===== src/rtl/sfs_pkg.sv =====
package sfs_pkg;

  typedef struct packed {
    logic fill;
    logic done;
    logic udf;
    logic ovf;
  } sfs_flags_t;

  localparam sfs_flags_t FLAGS_RESET = '{fill: 1'b1, done: 1'b0, udf: 1'b0, ovf: 1'b0};

endpackage


===== src/rtl/sfs_fifo.sv =====
module sfs_fifo #(
  parameter int W     = 16,
  parameter int DEPTH = 4,
  localparam int CW   = $clog2(DEPTH + 1),
  localparam int PW   = (DEPTH > 1) ? $clog2(DEPTH) : 1
) (
  input  logic          clk,
  input  logic          rst_n,
  input  logic          flush,
  input  logic          wr_en,
  input  logic [W-1:0]  wr_data,
  input  logic          rd_en,
  output logic [W-1:0]  head,
  output logic [CW-1:0] count,
  output logic [CW-1:0] count_nxt,
  output logic [PW-1:0] rd_ptr,
  output logic          full,
  output logic          empty,
  output logic          wr_ok,
  output logic          rd_ok
);

  localparam logic [CW-1:0] FULL_CNT = CW'(DEPTH);
  localparam logic [PW-1:0] LAST_IDX = PW'(DEPTH - 1);

  logic [W-1:0]     mem [DEPTH];
  logic [PW-1:0]    wr_ptr;
  logic [DEPTH-1:0] slot_we;

  function automatic logic [PW-1:0] bump(input logic [PW-1:0] p);
    return (p == LAST_IDX) ? '0 : p + PW'(1);
  endfunction

  assign full  = (count == FULL_CNT);
  assign empty = (count == '0);
  assign wr_ok = wr_en && !full && !flush;
  assign rd_ok = rd_en && !empty && !flush;
  assign head  = mem[rd_ptr];

  always_comb begin
    if (flush) begin
      count_nxt = '0;
    end else begin
      unique case ({wr_ok, rd_ok})
        2'b10:   count_nxt = count + CW'(1);
        2'b01:   count_nxt = count - CW'(1);
        default: count_nxt = count;
      endcase
    end
  end

  for (genvar i = 0; i < DEPTH; i++) begin : g_slot
    assign slot_we[i] = wr_ok && (wr_ptr == PW'(i));
  end

  always_ff @(posedge clk) begin
    for (int i = 0; i < DEPTH; i++) begin
      if (slot_we[i]) mem[i] <= wr_data;
    end
  end

  always_ff @(posedge clk or negedge rst_n) begin
    if (!rst_n) begin
      wr_ptr <= '0;
      rd_ptr <= '0;
      count  <= '0;
    end else if (flush) begin
      wr_ptr <= '0;
      rd_ptr <= '0;
      count  <= '0;
    end else begin
      if (wr_ok) wr_ptr <= bump(wr_ptr);
      if (rd_ok) rd_ptr <= bump(rd_ptr);
      count <= count_nxt;
    end
  end

  AST_COUNT_BOUND: assert property (@(posedge clk) disable iff (!rst_n)
    count <= FULL_CNT);
  AST_FULL_DROP: assert property (@(posedge clk) disable iff (!rst_n)
    (full && wr_en && !rd_en && !flush) |=> $stable(count));
  AST_FLUSH_EMPTY: assert property (@(posedge clk) disable iff (!rst_n)
    flush |=> (count == '0 && rd_ptr == '0));
  AST_EMPTY_READ_HOLD: assert property (@(posedge clk) disable iff (!rst_n)
    (empty && rd_en && !wr_en && !flush) |=> ($stable(rd_ptr) && count == '0));
  AST_READ_STEP: assert property (@(posedge clk) disable iff (!rst_n)
    (rd_en && !empty && !wr_en && !flush) |=> (count == $past(count) - CW'(1)));

endmodule


===== src/rtl/sfs_flags.sv =====
module sfs_flags
  import sfs_pkg::*;
#(
  parameter int DEPTH = 4,
  localparam int CW   = $clog2(DEPTH + 1)
) (
  input  logic          clk,
  input  logic          rst_n,
  input  logic [CW-1:0] tx_count,
  input  logic [CW-1:0] tx_count_nxt,
  input  logic          dma_push,
  input  logic          slave_mode,
  input  logic          xfer_start,
  input  logic          xfer_done,
  input  logic          ovf_evt,
  input  sfs_flags_t    w1c,
  output sfs_flags_t    flags
);

  localparam logic [CW-1:0] FULL_CNT = CW'(DEPTH);

  logic tx_full_nxt;
  logic fill_clr;
  logic udf_evt;

  assign tx_full_nxt = (tx_count_nxt == FULL_CNT);
  assign fill_clr    = w1c.fill || (dma_push && tx_full_nxt);
  assign udf_evt     = slave_mode && xfer_start && (tx_count == '0);

  always_ff @(posedge clk or negedge rst_n) begin
    if (!rst_n) begin
      flags <= FLAGS_RESET;
    end else begin
      if (fill_clr)          flags.fill <= 1'b0;
      else if (!tx_full_nxt) flags.fill <= 1'b1;

      if (xfer_done)         flags.done <= 1'b1;
      else if (w1c.done)     flags.done <= 1'b0;

      if (udf_evt)           flags.udf  <= 1'b1;
      else if (w1c.udf)      flags.udf  <= 1'b0;

      if (ovf_evt)           flags.ovf  <= 1'b1;
      else if (w1c.ovf)      flags.ovf  <= 1'b0;
    end
  end

  AST_FILL_NOT_FULL: assert property (@(posedge clk) disable iff (!rst_n)
    (!flags.fill && tx_count != FULL_CNT) |-> $past(w1c.fill));
  AST_FILL_DMA_CLR: assert property (@(posedge clk) disable iff (!rst_n)
    (dma_push && tx_full_nxt) |=> !flags.fill);
  AST_DONE_SET: assert property (@(posedge clk) disable iff (!rst_n)
    xfer_done |=> flags.done);
  AST_UDF_SET: assert property (@(posedge clk) disable iff (!rst_n)
    (slave_mode && xfer_start && tx_count == '0) |=> flags.udf);
  AST_OVF_SET: assert property (@(posedge clk) disable iff (!rst_n)
    ovf_evt |=> flags.ovf);

endmodule


===== src/rtl/spi_fifo_status.sv =====
module spi_fifo_status
  import sfs_pkg::*;
#(
  parameter int FRAME_W  = 16,
  parameter int TX_DEPTH = 4,
  parameter int RX_DEPTH = 4,
  localparam int TX_CW   = $clog2(TX_DEPTH + 1),
  localparam int RX_CW   = $clog2(RX_DEPTH + 1),
  localparam int RX_PW   = (RX_DEPTH > 1) ? $clog2(RX_DEPTH) : 1
) (
  input  logic               clk,
  input  logic               rst_n,
  input  logic               push_valid,
  input  logic [FRAME_W-1:0] push_data,
  input  logic               push_dma,
  output logic               push_ready,
  output logic               ld_valid,
  input  logic               ld_ready,
  output logic [FRAME_W-1:0] ld_data,
  input  logic               cap_valid,
  input  logic [FRAME_W-1:0] cap_data,
  input  logic               xfer_done,
  input  logic               xfer_start,
  input  logic               slave_mode,
  input  logic               pop_req,
  output logic [FRAME_W-1:0] pop_data,
  input  logic               clr_tx,
  input  logic               clr_rx,
  input  logic               fill_sel_dma,
  input  logic               w1c_fill,
  input  logic               w1c_done,
  input  logic               w1c_udf,
  input  logic               w1c_ovf,
  output logic               fill_flag,
  output logic               done_flag,
  output logic               udf_flag,
  output logic               ovf_flag,
  output logic               fill_dma_req,
  output logic               fill_irq_req,
  output logic [TX_CW-1:0]   tx_count,
  output logic [RX_CW-1:0]   rx_count,
  output logic [RX_PW-1:0]   pop_ptr
);

  localparam int TX_PW = (TX_DEPTH > 1) ? $clog2(TX_DEPTH) : 1;

  logic [TX_CW-1:0]   tx_count_nxt;
  logic [TX_PW-1:0]   tx_rd_ptr;
  logic               tx_full, tx_empty, tx_wr_ok, tx_rd_ok;
  logic [FRAME_W-1:0] rx_head;
  logic [RX_CW-1:0]   rx_count_nxt;
  logic               rx_full, rx_empty, rx_wr_ok, rx_rd_ok;
  logic               ovf_evt;
  sfs_flags_t         w1c, flags;

  sfs_fifo #(.W(FRAME_W), .DEPTH(TX_DEPTH)) i_tx_fifo (
    .clk       (clk),
    .rst_n     (rst_n),
    .flush     (clr_tx),
    .wr_en     (push_valid),
    .wr_data   (push_data),
    .rd_en     (ld_ready),
    .head      (ld_data),
    .count     (tx_count),
    .count_nxt (tx_count_nxt),
    .rd_ptr    (tx_rd_ptr),
    .full      (tx_full),
    .empty     (tx_empty),
    .wr_ok     (tx_wr_ok),
    .rd_ok     (tx_rd_ok)
  );

  sfs_fifo #(.W(FRAME_W), .DEPTH(RX_DEPTH)) i_rx_fifo (
    .clk       (clk),
    .rst_n     (rst_n),
    .flush     (clr_rx),
    .wr_en     (cap_valid),
    .wr_data   (cap_data),
    .rd_en     (pop_req),
    .head      (rx_head),
    .count     (rx_count),
    .count_nxt (rx_count_nxt),
    .rd_ptr    (pop_ptr),
    .full      (rx_full),
    .empty     (rx_empty),
    .wr_ok     (rx_wr_ok),
    .rd_ok     (rx_rd_ok)
  );

  assign push_ready = !tx_full;
  assign ld_valid   = !tx_empty;
  assign ovf_evt    = cap_valid && rx_full && !clr_rx;

  assign w1c = '{fill: w1c_fill, done: w1c_done, udf: w1c_udf, ovf: w1c_ovf};

  sfs_flags #(.DEPTH(TX_DEPTH)) i_flags (
    .clk          (clk),
    .rst_n        (rst_n),
    .tx_count     (tx_count),
    .tx_count_nxt (tx_count_nxt),
    .dma_push     (push_valid && push_dma),
    .slave_mode   (slave_mode),
    .xfer_start   (xfer_start),
    .xfer_done    (xfer_done),
    .ovf_evt      (ovf_evt),
    .w1c          (w1c),
    .flags        (flags)
  );

  assign fill_flag    = flags.fill;
  assign done_flag    = flags.done;
  assign udf_flag     = flags.udf;
  assign ovf_flag     = flags.ovf;
  assign fill_dma_req = flags.fill && fill_sel_dma;
  assign fill_irq_req = flags.fill && !fill_sel_dma;

  always_ff @(posedge clk or negedge rst_n) begin
    if (!rst_n)        pop_data <= '0;
    else if (rx_rd_ok) pop_data <= rx_head;
  end

  AST_REQ_EXCL: assert property (@(posedge clk) disable iff (!rst_n)
    $onehot0({fill_dma_req, fill_irq_req}));
  AST_REQ_FOLLOWS: assert property (@(posedge clk) disable iff (!rst_n)
    fill_flag |-> (fill_dma_req || fill_irq_req));
  AST_POP_EMPTY_HOLD: assert property (@(posedge clk) disable iff (!rst_n)
    (pop_req && rx_count == '0 && !clr_rx) |=> $stable(pop_data));
  AST_LOAD_ONLY_VALID: assert property (@(posedge clk) disable iff (!rst_n)
    (tx_count == '0 && !push_valid) |=> !ld_valid);

endmodule


===== config.mk =====
export PLATFORM = sky130hd
export DESIGN_NAME = spi_fifo_status
export DESIGN_NICKNAME = d
export VERILOG_FILES = /design/src/rtl/sfs_pkg.sv /design/src/rtl/sfs_fifo.sv /design/src/rtl/sfs_flags.sv /design/src/rtl/spi_fifo_status.sv
export SDC_FILE = /design/constraint.sdc
export NUM_CORES = 1
export LEC_CHECK = 0
export BUFFER_PORTS_ARGS = -buffer_cell sky130_fd_sc_hd__buf_4
export CAP_MARGIN = 20
export CORE_MARGIN = 1.5
export CORE_UTILIZATION = 25
export DETAILED_ROUTE_END_ITERATION = 10
export SYNTH_ARGS = -nofsm -noshare
export SYNTH_HDL_FRONTEND = slang
export SYNTH_SLANG_ARGS = --single-unit
export TNS_END_PERCENT = 10

===== constraint.sdc =====
create_clock -name clk -period 2.4 [get_ports clk]
set_clock_uncertainty 0.15 [all_clocks]
set_input_delay 0.24 -clock clk [delete_from_list [all_inputs] [get_ports clk]]
set_output_delay 0.24 -clock clk [all_outputs]
set_load 0.01 [all_outputs]

# Yosys cells after proc, flatten, opt, wreduce, memory -nomap -nowiden
# Memory sizes are Yosys's and may differ from the RTL's. A register that Yosys moved wholly into a read port is not among the register bits.
# Index checks and enable logic that the tools add are counted.
# Widths: inputs -> output; s select.
op_classes:
  n_mux: 59
  addsub: 8
  eq_ne: 16
  reduce_logical: 51
op_table:
  columns: ["op", "count"]
  rows:
  - ["$mux 16", 6]
  - ["$reduce_or 16->1", 6]
  - ["$mux 2", 18]
  - ["$mux 1", 30]
  - ["$logic_and 1x1->1", 24]
  - ["$eq 2x2->1 const B", 8]
  - ["$reduce_bool 2->1", 7]
  - ["$pmux 3 s2", 2]
  - ["$eq 3x3->1 const B", 3]
  - ["$mux 3", 3]
  - ["$add 2x1->2 const B", 4]
  - ["$eq 2x1->1 const B", 4]
  - ["$logic_not 1->1", 8]
  - ["$add 3x1->3 const B", 2]
  - ["$logic_not 3->1", 2]
  - ["$sub 3x1->3 const B", 2]
  - ["$logic_not 2->1", 2]
  - ["$reduce_bool 3->1", 1]
  - ["$ne 2x2->1 const B", 1]
  - ["$logic_or 1x1->1", 1]
totals:
  mem_count: 2
  in_bits: 49
  register_bits: 18
  mem_bits_rw: 128
  output_inout_bits: 48
  elab_cells: 146
memory_table:
  columns: ["name", "depth", "word_bits", "rd", "rd_clocked_by_memory_dff", "wr", "line", "source"]
  rows:
  - ["i_rx_fifo.mem", 4, 16, 1, 1, 1, "sfs_fifo.sv:26", "logic [W-1:0] mem [DEPTH];"]
  - ["i_tx_fifo.mem", 4, 16, 1, 0, 1, "sfs_fifo.sv:26", null]

# Longest topological paths before layout
logic_depth:
  ltp_word: 11
  depth_mapped: 10
  depth_no_buf: 10

# Hierarchy
# Synthesis repeated with hierarchy kept, for this count alone.
hier_totals:
  cells_unflattened: 317
  hier_area_um2: 6511.2
by_module_without_submodules:
  columns: ["mod", "area_per_inst_um2", "cells_each", "n_inst", "seq_area_each_um2"]
  rows:
  - ["sfs_fifo (i_tx_fifo)", 2837.7, 132, 1, 2097.0]
  - ["sfs_fifo (i_rx_fifo)", 2821.5, 131, 1, 2097.0]
  - ["spi_fifo_status", 684.4, 40, 1, 400.4]
  - ["sfs_flags", 167.7, 14, 1, 101.3]

# Worst setup path before layout
# No wires, ideal clock.
synth_timing:
  path_kind: "register to register"
  from: "register i_tx_fifo.count[0]"
  to: "register i_flags.flags[3] (netlist name)"
  stages_incl_launch_ff: 10
  synth_period_minus_slack_ns: 2.615
  path_slack_ns: -0.215
  required_time_ns: 2.166
  setup_ns: 0.084
  arrival_ns: 2.381
  n_path_buf: 0
  cell_sequence: "dfrtp_1 or3_1 nand2_1 nor2_1 ha_1 fa_1 xnor2_1 or3_1 a21oi_1 a21oi_1"
synth_between:
  elab_chain_len: 11
  word_cells_on_any_way: 19
  classes_between: "2 x add/sub; 5 x eq/ne; 3 x mux; 9 x reduce/logical"
synth_rtl:
  columns: ["element", "line", "source"]
  rows:
  - ["from (decl)", "sfs_fifo.sv:14", "output logic [CW-1:0] count,"]
  - ["from (signal assigned)", "sfs_fifo.sv:74", "count <= count_nxt;"]
  - ["$logic_not 3->1 *", "sfs_fifo.sv:35", "assign empty = (count == '0);"]
  - ["$logic_not 1->1 *", null, null]
  - ["named net ld_valid", "spi_fifo_status.sv:17", "output logic ld_valid,"]
  - ["$logic_and 1x1->1 * (2 in series)", "sfs_fifo.sv:37", "assign rd_ok = rd_en && !empty && !flush;"]
  - ["$eq 2x1->1 / $eq 2x2->1 (equally long branches)", "sfs_fifo.sv:44", "unique case ({wr_ok, rd_ok})"]
  - ["$pmux 3 s2 *", "sfs_fifo.sv:44", null]
  - ["$mux 3 *", "sfs_fifo.sv:41", "if (flush) begin"]
  - ["$eq 3x3->1 *", "sfs_flags.sv:26", "assign tx_full_nxt = (tx_count_nxt == FULL_CNT);"]
  - ["$logic_and 1x1->1", "sfs_flags.sv:27", "assign fill_clr = w1c.fill || (dma_push && tx_full_nxt);"]
  - ["$logic_or 1x1->1", "sfs_flags.sv:27", null]
  - ["$ne 2x2->1 (no line) / $mux 1 (equally long branches)", null, null]
# The timed path passes the listed nets; every way through them passes the cells marked *.
# A chain may end at the register's enable or synchronous reset.

# Final worst setup path
layout_timing:
  from: "register i_tx_fifo.count[2]"
  to: "register i_flags.flags[3] (netlist name)"
layout_between:
  elab_chain_len: 11
  word_cells_on_any_way: 19
  classes_between: "2 x add/sub; 5 x eq/ne; 3 x mux; 9 x reduce/logical"
layout_rtl:
  columns: ["element", "line"]
  rows:
  - ["$eq 3x3->1 / $logic_not 3->1 (equally long branches)", "sfs_fifo.sv:34, sfs_fifo.sv:35"]
  - ["$logic_not 1->1 (on tied branches)", "sfs_fifo.sv:36, sfs_fifo.sv:37"]
  - ["$logic_and 1x1->1 (on tied branches) (2 in series)", "sfs_fifo.sv:36, sfs_fifo.sv:37"]
  - ["$eq 2x1->1 / $eq 2x2->1 (equally long branches)", "sfs_fifo.sv:44"]
  - ["$pmux 3 s2 *", "sfs_fifo.sv:44"]
  - ["$mux 3 *", "sfs_fifo.sv:41"]
  - ["$eq 3x3->1 *", "sfs_flags.sv:26"]
  - ["$logic_and 1x1->1", "sfs_flags.sv:27"]
  - ["$logic_or 1x1->1", "sfs_flags.sv:27"]
  - ["$ne 2x2->1 (no line) / $mux 1 (equally long branches)", null]
# Every way passes the cells marked *; elsewhere a longest branch is shown, timed or not.

==> results by group <==
STA
  – Setup_tns: 0 ns
  – Fin. max-slew vios: 0
  – Hold WS: around 0.064 ns
  – Slew headroom: 41.39%
  – Setup violators final: 0
  – RSZ-0062 raised after global routing: true
  – FMAX: 0.4202 GHz
  – Final Cycle Share: 99.16%
  – Final Hold Viols: 0
  – Slew at the pin closest to its max-slew limit: 0.8792 ns
  – Minimum clock period after layout: 2.380 ns

Finish
  – Most frequent cells in the layout: edfxtp_1 (128), buf_4 (109), dlygate4sd3_1 (46)
  – Fin nets: roughly 550
  – Leading cell type in the layout, fill and taps excluded: edfxtp_1
  – Storage element area: 4698 um^2
  – Area Overhead vs Synth: 36.14%
  – Filler cells: 2390
  – Area of the multi-input gates: 1587 um^2
  – Layout cell share with drive strength beyond 1: 40.96%
  – Design area: 8645 um^2
  – Number of diodes: 0
  – Final Core Density: 34.53%

Die
  – Initial core utilization: 25.36%
  – Die extent in y: around 160 um
  – Top Ports: 97
  – Chip Width: 162.4 um
  – Core Footprint: 25040 um^2
  – Full die area: around 26000 um^2
  – # rows: just under 60

Setup path
  – CP Class: flop to flop
  – Worst setup EP type: flop
  – Critical Path Start Type: flop
  – Arr. time, crit path: 2.59 ns
  – FF-to-FF End: i_flags.flags[3]
  – Worst-path cell chain: or3_4, nand2_4, nor2_1, ha_2, fa_2, xnor2_1, or3_1, a21oi_2, a21oi_1
  – CP max stage delay: between 0.4 and 0.5 ns
  – R2R Setup Slk: 0.02 ns
  – Reg2reg path depth: 9
  – Crit Reg-Reg Startpoint: i_tx_fifo.count[2]
  – Worst Path Max Fanout: 4
  – Slowest cell on crit path: or3_4
  – CP bufs+invs: 0
  – Cell family with most CP delay: simple AND/OR/NAND/NOR gates
  – Data required, critical path: 2.61 ns

Clock tree
  – Max clock buf depth: 2
  – Clk sinks: about 160
  – Clock latency on the worst-skew pair: between 0.4 and 0.5 ns
  – Root buffer cell: clkbuf_16
  – Num CTS Buffers: 17
  – H-tree depth: 4
  – CTS tree: yes
  – CTS clock-pin slew for the worst setup and hold paths: about 0.070 ns

Yosys
  – Post-synth EDFFs: ~130
  – Cell area after synthesis: about 6300 um^2
  – Avg Cell Area, Syn: 19.72 um^2
  – Yosys reg bits: about 160
  – Mapped Cells: 322
  – Synth Net Count: about 380
  – Top FF cell, synth: edfxtp_1
  – Fraction of registers with async set/reset: roughly a fifth
  – Sequential area share after synthesis: between 70% and 80%
  – Yosys warns: 0
  – Yosys cell types: 35

Worst hold path
  – Hold Crit Start: pop_req
  – Min-Delay Path Depth: 3
  – Hold EP: i_rx_fifo.count[2]
  – Hold WC Path Type: input port to flop

Routing
  – ANT nets after route: 0
  – DRT iter0 DRCs: 128
  – Drt wl/cell: around 16 um
  – Final Routed Wirelength: 13.46 mm
  – Drt drc: 0
  – Vias: about 3400
  – DRT Pass-1 Iters: 4
  – Vias per cell: 4.140

Run status
  – Status: finished, final reports clean

Global routing
  – Initial antenna violation count: 0
  – GRT Total Usage: 10.65%
  – Vias in the first global route: 3757
  – First-pass GRT wire length: 20.81 mm
  – GRT overflow: 0
  – Largest net degree at the start of global routing: 35

Power and ir drop
  – Leak: 3.174 nW
  – Total power: roughly 0.0078 W
  – Max VDD drop: 0.4605 mV
  – PwrDens: 903.9 nW/um^2

Placement
  – HPWL after detailed placement: 8.566 mm
  – GPL Wtd Cong: about 0.69
  – IO buf count: 96
  – Placed instance area: between 7000 and 8000 um^2

Job
  – Max_cap viols: 0
## power breakdown
| part | internal (W) | total, W | switching (W) |
|---|---|---|---|
| Clock | 0.00150 | 0.00274 | 0.00124 |
| Combinational | 0.000892 | 0.00158 | 0.000691 |
| Sequential | 0.00330 | 0.00349 | 0.000182 |
| Total | 0.00569 | 0.00781 | 0.00212 |
## worst min-delay path, cell delays in order
cell	delay, ns
buf_4	0.12
o22ai_1	0.07
o21a_1	0.17
## what timing repair did
action	in CTS	in global routing
hold buffers	46	0
buffers inserted	1	0
resized for setup	1	3
hold endpoints to repair	179	0
setup endpoints to repair	1	2
## per-stage QoR
step                      cells  worst slack, ns
final                       828          0.02010
after global routing        828         -0.08122
after CTS                   828         0.004398
after detailed placement    749         -0.02221
after global placement      749          0.04603
after floorplan             322         0.001430
## how the worst max path moves through the flow
stage	from	to	slack, ns	cells past startpoint
2_1_floorplan	i_tx_fifo.count[0]	i_flags.flags[3]	0.001	10
3_3_place_gp	i_tx_fifo.count[0]	i_flags.flags[3]	0.05	10
3_5_place_dp	i_tx_fifo.count[0]	i_flags.flags[3]	-0.02	10
4_1_cts	i_tx_fifo.count[0]	i_flags.flags[3]	0.004	10
5_1_grt	i_tx_fifo.count[1]	i_flags.flags[3]	-0.08	9
6_report	i_tx_fifo.count[2]	i_flags.flags[3]	0.02	9
## metal layers
| layer | vias to the layer above | global-route usage [%] | share of wire, % |
|---|---|---|---|
| li1 | 1582 | - | - |
| met1 | 1749 | 12.97 | 44 |
| met2 | 88 | 18.28 | 50 |
| met3 | 9 | 3.107 | 5.4 |
| met4 | 0 | 3.128 | 0.76 |
| met5 | - | 0 | 0 |
## synth_stat cells (3+ instances only)
master / number / area, um^2
clkbuf_1: 4 / 15.01
edfxtp_1: 128 / 3844
nor2_1: 9 / 33.78
nand2b_1: 3 / 18.77
nand2_1: 13 / 48.80
o22ai_1: 3 / 18.77
mux2_2: 16 / 180.2
mux4_2: 32 / 720.7
inv_1: 9 / 33.78
nand3_1: 4 / 20.02
ha_1: 11 / 137.6
buf_2: 4 / 20.02
or3_1: 5 / 31.28
a21oi_1: 10 / 50.05
dfrtp_1: 33 / 825.8
and2_1: 10 / 62.56
## cell families (layout without fill, tap and decap cells)
group | after synthesis | in the layout | synth area share [%]
DFF | 162 | 162 | 73.95
muxes | 50 | 50 | 14.50
and+or+nand+nor | 49 | 49 | 3.941
AOI/OAI and AO/OA | 23 | 23 | 2.364
buffers and inverters | 21 | 197 | 1.675
adders and majority gates | 13 | 13 | 2.798
xor gates and xnor gates | 4 | 4 | 0.7685
## registers in the layout, indices dropped and copies added, names as in the netlist
signal            flops
i_rx_fifo.mem        64
i_tx_fifo.mem        64
pop_data             16
i_flags.flags         4
i_rx_fifo.count       3
i_tx_fifo.count       3
i_rx_fifo.rd_ptr      2
i_rx_fifo.wr_ptr      2
i_tx_fifo.rd_ptr      2
i_tx_fifo.wr_ptr      2
## cell type report
class,instances,share of cell area [%]
multi-input combinational,139,18.35
sequential,162,54.35
inverter,9,0.3908
timing repair buffer,156,15.02
tap,330,4.776
clock inverter,15,2.186
clock buffer,17,4.921
Power figures use the tool's default switching activity.
